## config.mk

```make
export PLATFORM = sky130hd
export DESIGN_NAME = sreg_port
export DESIGN_NICKNAME = d
export VERILOG_FILES = /design/src/rtl/sreg_pkg.sv /design/src/rtl/sreg_shifter.sv /design/src/rtl/sreg_bank.sv /design/src/rtl/sreg_txframe.sv /design/src/rtl/sreg_port.sv
export SDC_FILE = /design/constraint.sdc
export NUM_CORES = 1
export LEC_CHECK = 0
export BUFFER_PORTS_ARGS = -buffer_cell sky130_fd_sc_hd__buf_2
export CAP_MARGIN = 20
export CORE_MARGIN = 1
export CORE_UTILIZATION = 45
export CTS_BUF_LIST = sky130_fd_sc_hd__clkbuf_8
export DETAILED_ROUTE_END_ITERATION = 8
export PLACE_DENSITY = 0.59
export SLEW_MARGIN = 30
export SYNTH_ARGS = -nofsm -noshare
export SYNTH_HDL_FRONTEND = slang
export SYNTH_SLANG_ARGS = --single-unit
```

## constraint.sdc

```tcl
create_clock -name sclk -period 10.78 [get_ports sclk]
set_input_delay 0 -clock sclk [delete_from_list [all_inputs] [get_ports sclk]]
set_output_delay 0 -clock sclk [all_outputs]
set_load 0.03 [all_outputs]
```

## src/rtl/sreg_pkg.sv

```systemverilog
package sreg_pkg;
  localparam int FRAME_W = 41;
  localparam int ADDR_W  = 7;
  localparam int DATA_W  = 32;
  localparam int CNT_W   = $clog2(FRAME_W + 2);

  // Packed from MSB down: position 0 (parity) is the first bit on the wire.
  typedef struct packed {
    logic [DATA_W-1:0] data;
    logic [ADDR_W-1:0] addr;
    logic              op;
    logic              par;
  } instr_t;
endpackage

```

## src/rtl/sreg_shifter.sv

```systemverilog
module sreg_shifter
  import sreg_pkg::*;
(
  input  logic             sclk,
  input  logic             rst,
  input  logic             sel_n,
  input  logic             sdi,
  output logic [CNT_W-1:0] cnt,
  output logic             exec,
  output instr_t           instr
);
  localparam logic [CNT_W-1:0] FULL = CNT_W'(FRAME_W);
  localparam logic [CNT_W-1:0] OVER = CNT_W'(FRAME_W + 1);

  logic [FRAME_W-1:0] shreg;
  logic               active;

  always_ff @(posedge sclk) begin
    if (rst) begin
      shreg  <= '0;
      cnt    <= '0;
      active <= 1'b0;
    end else if (!sel_n) begin
      shreg  <= {sdi, shreg[FRAME_W-1:1]};
      active <= 1'b1;
      if (cnt != OVER) cnt <= cnt + 1'b1;
    end else begin
      active <= 1'b0;
      cnt    <= '0;
    end
  end

  assign instr = instr_t'(shreg);
  assign exec  = active && sel_n && (cnt == FULL) && !(^shreg);
endmodule

```

## src/rtl/sreg_bank.sv

```systemverilog
module sreg_bank
  import sreg_pkg::*;
#(
  parameter int NUM_REGS  = 8,
  parameter int BASE_ADDR = 1
) (
  input  logic                     sclk,
  input  logic                     rst,
  input  logic                     wr_en,
  input  logic [ADDR_W-1:0]        addr,
  input  logic [DATA_W-1:0]        wdata,
  output logic                     hit,
  output logic [DATA_W-1:0]        rdata,
  output logic [DATA_W-1:0]        echo,
  output logic [NUM_REGS*DATA_W-1:0] flat
);
  localparam int IW = (NUM_REGS > 1) ? $clog2(NUM_REGS) : 1;
  localparam logic [ADDR_W:0] BASE_V = (ADDR_W+1)'(BASE_ADDR);
  localparam logic [ADDR_W:0] NUM_V  = (ADDR_W+1)'(NUM_REGS);

  logic [DATA_W-1:0] regs [NUM_REGS];
  logic [ADDR_W:0]   off;
  logic [IW-1:0]     idx;

  assign off = {1'b0, addr} - BASE_V;
  assign hit = ({1'b0, addr} >= BASE_V) && (off < NUM_V);
  assign idx = off[IW-1:0];

  for (genvar g = 0; g < NUM_REGS; g++) begin : g_reg
    always_ff @(posedge sclk) begin
      if (rst)                                 regs[g] <= '0;
      else if (wr_en && hit && idx == IW'(g))  regs[g] <= wdata;
    end
    assign flat[g*DATA_W +: DATA_W] = regs[g];
  end

  assign rdata = hit ? regs[idx] : '0;
  assign echo  = (wr_en && hit) ? wdata : rdata;
endmodule

```

## src/rtl/sreg_txframe.sv

```systemverilog
module sreg_txframe
  import sreg_pkg::*;
(
  input  logic              sclk,
  input  logic              rst,
  input  logic              sel_n,
  input  logic [CNT_W-1:0]  cnt,
  input  logic              load,
  input  logic              op,
  input  logic [ADDR_W-1:0] addr,
  input  logic [DATA_W-1:0] data,
  output logic [FRAME_W-1:0] oframe,
  output logic              sdo
);
  instr_t nxt;
  logic   bit_sel;

  always_comb begin
    nxt.data = data;
    nxt.addr = addr;
    nxt.op   = op;
    nxt.par  = ^{data, addr, op};
  end

  always_ff @(posedge sclk) begin
    if (rst)       oframe <= '0;
    else if (load) oframe <= nxt;
  end

  always_comb begin
    if (sel_n)                      bit_sel = oframe[0];
    else if (cnt < CNT_W'(FRAME_W)) bit_sel = oframe[cnt];
    else                            bit_sel = 1'b0;
  end

  always_ff @(negedge sclk) begin
    if (rst) sdo <= 1'b0;
    else     sdo <= bit_sel;
  end
endmodule

```

## src/rtl/sreg_port.sv

```systemverilog
module sreg_port
  import sreg_pkg::*;
#(
  parameter int NUM_REGS  = 8,
  parameter int BASE_ADDR = 1
) (
  input  logic sclk,
  input  logic rst,
  input  logic sel_n,
  input  logic sdi,
  output logic sdo
);
  logic [CNT_W-1:0]           cnt;
  logic                       exec;
  instr_t                     instr;
  logic                       wr_en;
  logic                       hit;
  logic [DATA_W-1:0]          rdata;
  logic [DATA_W-1:0]          echo;
  logic [NUM_REGS*DATA_W-1:0] bank_flat;
  logic [FRAME_W-1:0]         oframe;

  sreg_shifter u_shift (
    .sclk(sclk), .rst(rst), .sel_n(sel_n), .sdi(sdi),
    .cnt(cnt), .exec(exec), .instr(instr)
  );

  assign wr_en = exec && instr.op;

  sreg_bank #(.NUM_REGS(NUM_REGS), .BASE_ADDR(BASE_ADDR)) u_bank (
    .sclk(sclk), .rst(rst), .wr_en(wr_en), .addr(instr.addr),
    .wdata(instr.data), .hit(hit), .rdata(rdata), .echo(echo),
    .flat(bank_flat)
  );

  sreg_txframe u_tx (
    .sclk(sclk), .rst(rst), .sel_n(sel_n), .cnt(cnt), .load(exec),
    .op(instr.op), .addr(instr.addr), .data(echo),
    .oframe(oframe), .sdo(sdo)
  );
endmodule

```

==> results.json, run 1 <==
{
  "outcome": "completed",
  "ys_seq_area_frac": 0.560,
  "final_hold_viol_count": 0,
  "num-nets-final": 1322,
  "crit_chain": "mux4_2, mux4_2, mux2i_1, o32ai_1",
  "synth_flop_cell": "edfxtp_1",
  "max-vdd-ir-drop_uv": 79.0,
  "clock_sinks": 346,
  "cp_num_cells": 4,
  "tightestPinTransition_ns": 0.957,
  "path_class": "reg -> reg",
  "max_cap_violations": 0,
  "arrival_ns": 2.62,
  "drive_gt1_frac": 0.148,
  "wl_um": 44100,
  "firstDrtPassIters": 5,
  "io_pins": 5,
  "grt_pass1_wl_um": 67300,
  "n_antenna_cell": 0,
  "cellPowerDensity_nw_per_um2": 152,
  "io_buffers": 4,
  "synth_edf_count": 256,
  "path_buf_inv": 0,
  "clkTransAtPathRegs_ns": 0.06,
  "antenna_found_initial": 0,
  "final_util": 0.501,
  "cpLargestDelayFamily": "multiplexers",
  "via_per_inst": 5.79,
  "tritoncts": "done",
  "endpoint_kind": "flip-flop",
  "layout_commonest_cell": "edfxtp_1",
  "clock_latency_ns": 0.64,
  "worstPathRequired_ns": 5.91,
  "core_area_um2": 36800,
  "vias": 10500,
  "synth_cell_type_count": 50,
  "grt_usage": 0.236,
  "wire_per_inst_um": 24.3,
  "antenna_left": 0,
  "grt.overflow.total": 0,
  "die_w_um": 196,
  "finalSetupViolCount": 0,
  "htree_num_levels": 2,
  "startpoint_type": "flip-flop",
  "hpwl_um": 24500,
  "cts_buffer_depth": 3,
  "grt_max_degree": 68,
  "reg2regPathDepth": 4,
  "rsz0062_at_grt": "false",
  "slowest_stage": "dfxtp_2",
  "initial_core_util": 0.461,
  "drt-initial-drc-count": 802,
  "hp-class": "in -> reg",
  "synth_warnings": 0,
  "power_leakage_nw": 6.85,
  "maxSlewHeadroom": 0.362,
  "area_growth_pct": 8.75,
  "crit_path_max_incr_delay_ns": 0.65,
  "die-area_um2": 38400,
  "cts_resized": 0,
  "mostFrequentLayoutCells": "edfxtp_1 (256), and3_1 (161), and2_1 (98)",
  "die_y_um": 196,
  "maxSlewViolCount": 0,
  "gp_congestion": 0.818,
  "fin_tns_setup_ns": 0,
  "crit_fanout": 16,
  "skew_ns": 0.0251,
  "grt_pass1_vias": 10600,
  "syn-cell-area_um2": 16900,
  "synth_area_per_cell_um2": 12.6,
  "crit_top_cell": "mux4_2",
  "synth_seq_cells": 346,
  "holdPathStages": 4,
  "synth-async-reset-ratio": 0,
  "root_buffer": "clkbuf_8",
  "std_cell_rows": 70,
  "postSynthCellCount": 1349,
  "synthesis.nets": 1371,
  "cts_buffers": 59,
  "drcViolationCount": 0
}
-- Yosys cell counts (all sizes together), types with 18 or more instances --
cell type,n,area share
mux2i,86,0.052
nor2,60,0.013
and3,163,0.060
edfxtp,256,0.45
clkbuf,107,0.024
a21oi,49,0.015
mux4,70,0.094
buf,30,0.012
nand2,90,0.020
nand3,34,0.010
ha,18,0.013
xnor2,75,0.039
and2,98,0.036
o21ai,37,0.011
dfxtp,90,0.11
-- power breakdown --
| part | internal (mW) | switching (mW) | leakage, nW | total [mW] |
|---|---|---|---|---|
| Combinational | 0.0651 | 0.0769 | 3.00 | 0.142 |
| Clock | 0.622 | 0.541 | 0.692 | 1.16 |
| Sequential | 1.48 | 0.0207 | 3.16 | 1.50 |
| Total | 2.16 | 0.638 | 6.85 | 2.80 |
-- state kept, by name, indices dropped and copies added, names as in the netlist --
signal and flops:
u_bank.regs 256, u_shift.instr 41, u_tx.oframe 41, u_shift.cnt 6
u_shift.active 1, u_tx.sdo 1
-- stage by stage --
stage	hold slack (ns)	worst slack [ns]	instance area (um^2)	instances	total power, mW
floorplan	0.144	2.95	16900	1349	1.62
global placement	0.236	2.95	17200	1703	1.66
detailed placement	0.255	2.94	17200	1704	1.67
CTS	0.112	2.91	18400	1816	2.83
global route	0.132	3.15	18400	1816	2.89
finish	0.126	3.29	18400	1816	2.80
-- metal layers --
layer	vias up	wire length [um]	global-route usage
met3	79	2330	0.0316
met5	-	0	0
met4	0	974	0.0674
li1	4802	-	-
met1	5332	19800	0.330
met2	305	21000	0.386
-- worst min-delay path: stages --
cell	delay (ns)
buf_2	0.09
buf_4	0.34
mux2i_1	0.20
nor2_1	0.07
-- timing repair --
action / in CTS / in global routing
endpoints found under the hold margin: 42 / 0
setup buffers: 0 / 0
hold buffers: 3 / 0
-- worst paths after layout --
path / from / endpoint / slack, ns
setup / recovery: u_shift.cnt[0]$_SDFFE_PP0P_ / u_tx.sdo$_SDFF_NP0_ / 3.29
hold / removal: sel_n / u_shift.instr[30]$_SDFFE_PP0N_ / 0.13
setup reg to reg: u_shift.cnt[0]$_SDFFE_PP0P_ / u_tx.sdo$_SDFF_NP0_ / 3.29
hold reg to reg: u_tx.oframe[17]$_SDFFE_PP0N_ / u_tx.oframe[17]$_SDFFE_PP0N_ / 0.45
-- cells by family after synthesis --
kind of cell | count (synthesis) | synth area share
fa+ha+maj | 18 | 0.0133
flops | 346 | 0.560
buf+inv | 152 | 0.0387
xor+xnor | 97 | 0.0550
mux | 158 | 0.146
simple gates | 461 | 0.147
compound gates | 117 | 0.0397
-- area by class of cell --
| cell class | instances | area, um^2 |
|---|---|---|
| clock inverter | 35 | 145 |
| fill | 3179 | 18400 |
| multi-input combinational | 851 | 6890 |
| sequential | 346 | 9500 |
| timing repair buffer | 27 | 223 |
| clock buffer | 75 | 1030 |
| inverter | 14 | 52.6 |
| tap | 468 | 586 |
No activity file was read; power rests on OpenSTA's default activity.
==> inputs of run 2 (changes only) <==
==> constraint.sdc (replaced) <==
create_clock -name sclk -period 7.5 [get_ports sclk]
set_input_delay 0 -clock sclk [delete_from_list [all_inputs] [get_ports sclk]]
set_output_delay 0 -clock sclk [all_outputs]
set_load 0.03 [all_outputs]
==> results.json, run 2 (same netlist as run 1, synthesis figures left out) <==
{
  "drcViolationCount": 0,
  "cts_resized": 0,
  "r2r_end": "u_tx.sdo$_SDFF_NP0_",
  "cellPowerDensity_nw_per_um2": 219,
  "initial_core_util": 0.461,
  "arrival_ns": 2.87,
  "num-nets-final": 1322,
  "wire_per_inst_um": 24.3,
  "max_cap_violations": 0,
  "vias": 10500,
  "io_pins": 5,
  "area_growth_pct": 8.66,
  "grt.overflow.total": 0,
  "cts_buffer_depth": 3,
  "endpoint_kind": "flip-flop",
  "root_buffer": "clkbuf_8",
  "nFillCells": 3240,
  "design_power_total_mw": 4.03,
  "crit_fanout": 16,
  "antenna_found_initial": 0,
  "clock_latency_ns": 0.63,
  "path_class": "reg -> reg",
  "antenna_left": 0,
  "outcome": "completed",
  "min-delay-start": "sel_n",
  "grt_usage": 0.236,
  "maxSlewHeadroom": 0.320,
  "r2r_slack_ns": 1.34,
  "grt_pass1_wl_um": 67400,
  "final_util": 0.500,
  "grt_pass1_vias": 10700,
  "hpwl_um": 24500,
  "die_w_um": 196,
  "clock_sinks": 346,
  "cts_setup_buffers": 0,
  "mostFrequentLayoutCells": "edfxtp_1 (256), and3_1 (163), and2_1 (98)",
  "finalSetupViolCount": 0,
  "reg2regPathDepth": 4,
  "io_buffers": 4,
  "min_to": "u_shift.cnt[1]$_SDFFE_PP0P_",
  "startpoint_type": "flip-flop",
  "power_leakage_nw": 6.86,
  "top_register": "u_bank.regs",
  "holdPathStages": 4,
  "worstPathRequired_ns": 4.20,
  "die_y_um": 196,
  "hp-class": "in -> reg",
  "drt-initial-drc-count": 896,
  "fin_tns_setup_ns": 0,
  "rsz0062_at_grt": "false",
  "core_area_um2": 36800,
  "final_hold_viol_count": 0,
  "maxSlewViolCount": 0,
  "grt_max_degree": 97,
  "wl_um": 44200,
  "skew_ns": 0.0296,
  "tightestPinTransition_ns": 1.02,
  "cts_buffers": 58,
  "gp_congestion": 0.819,
  "htree_num_levels": 2,
  "tritoncts": "done",
  "max-vdd-ir-drop_uv": 127,
  "via_per_inst": 5.77,
  "die-area_um2": 38400,
  "firstDrtPassIters": 5,
  "clkTransAtPathRegs_ns": 0.06,
  "largest_register_ffs": 256,
  "std_cell_rows": 70,
  "layout_commonest_cell": "edfxtp_1",
  "reg2reg_from": "u_shift.cnt[0]$_SDFFE_PP0P_",
  "drive_gt1_frac": 0.142,
  "n_antenna_cell": 0
}
-- run 2: worst max path at each step --
stage,startpoint,endpoint,slack [ns]
final,u_shift.cnt[0]$_SDFFE_PP0P_,u_tx.sdo$_SDFF_NP0_,1.34
after global routing,u_shift.cnt[0]$_SDFFE_PP0P_,u_tx.sdo$_SDFF_NP0_,1.18
after CTS,u_shift.cnt[0]$_SDFFE_PP0P_,u_tx.sdo$_SDFF_NP0_,1.29
after detailed placement,u_shift.cnt[0]$_SDFFE_PP0P_,u_tx.sdo$_SDFF_NP0_,1.31
after global placement,u_shift.cnt[0]$_SDFFE_PP0P_,u_tx.sdo$_SDFF_NP0_,1.39
after floorplan,u_shift.cnt[0]$_SDFFE_PP0P_,u_tx.sdo$_SDFF_NP0_,1.31
-- run 2: through the flow --
stage | worst slack, ns | cells | area (um^2) | hold slack [ns]
final | 1.34 | 1817 | 18400 | 0.374
after global routing | 1.18 | 1817 | 18400 | 0.401
after CTS | 1.29 | 1817 | 18400 | 0.342
after detailed placement | 1.31 | 1704 | 17200 | 0.252
after global placement | 1.39 | 1704 | 17200 | 0.235
after floorplan | 1.31 | 1349 | 16900 | 0.144
-- run 2: timing repair --
action	CTS	global route
endpoints found under the hold margin	44	0
hold buffers	4	0
setup endpoints to repair	0	0
-- run 2: routing by layer --
metal	GRT usage	wire length [um]	up-vias
met5	0	0	-
met4	0.0642	944	0
met3	0.0339	2190	74
met2	0.393	21400	283
met1	0.324	19700	5324
li1	-	-	4804
-- run 2: cell type report --
class,instances,area (um^2),share of cell area
Inverter,14,52.6,0.00285
Clock buffer,69,950,0.0516
Clock inverter,41,216,0.0118
Multi-Input combinational cell,851,6900,0.375
Timing Repair Buffer,28,213,0.0116
Tap cell,468,586,0.0318
Sequential cell,346,9490,0.516
-- run 2: worst max-delay path: stages, from the launching register on --
cell,delay [ns]
dfxtp_1,0.91
mux4_2,0.60
mux4_2,0.49
mux2i_1,0.14
o32ai_1,0.10
-- run 2: power breakdown --
group	total (mW)	switching (mW)	leakage [nW]	internal, mW
registers	2.15	0.0294	3.16	2.12
logic	0.207	0.115	3.00	0.0924
clock network	1.67	0.772	0.705	0.900
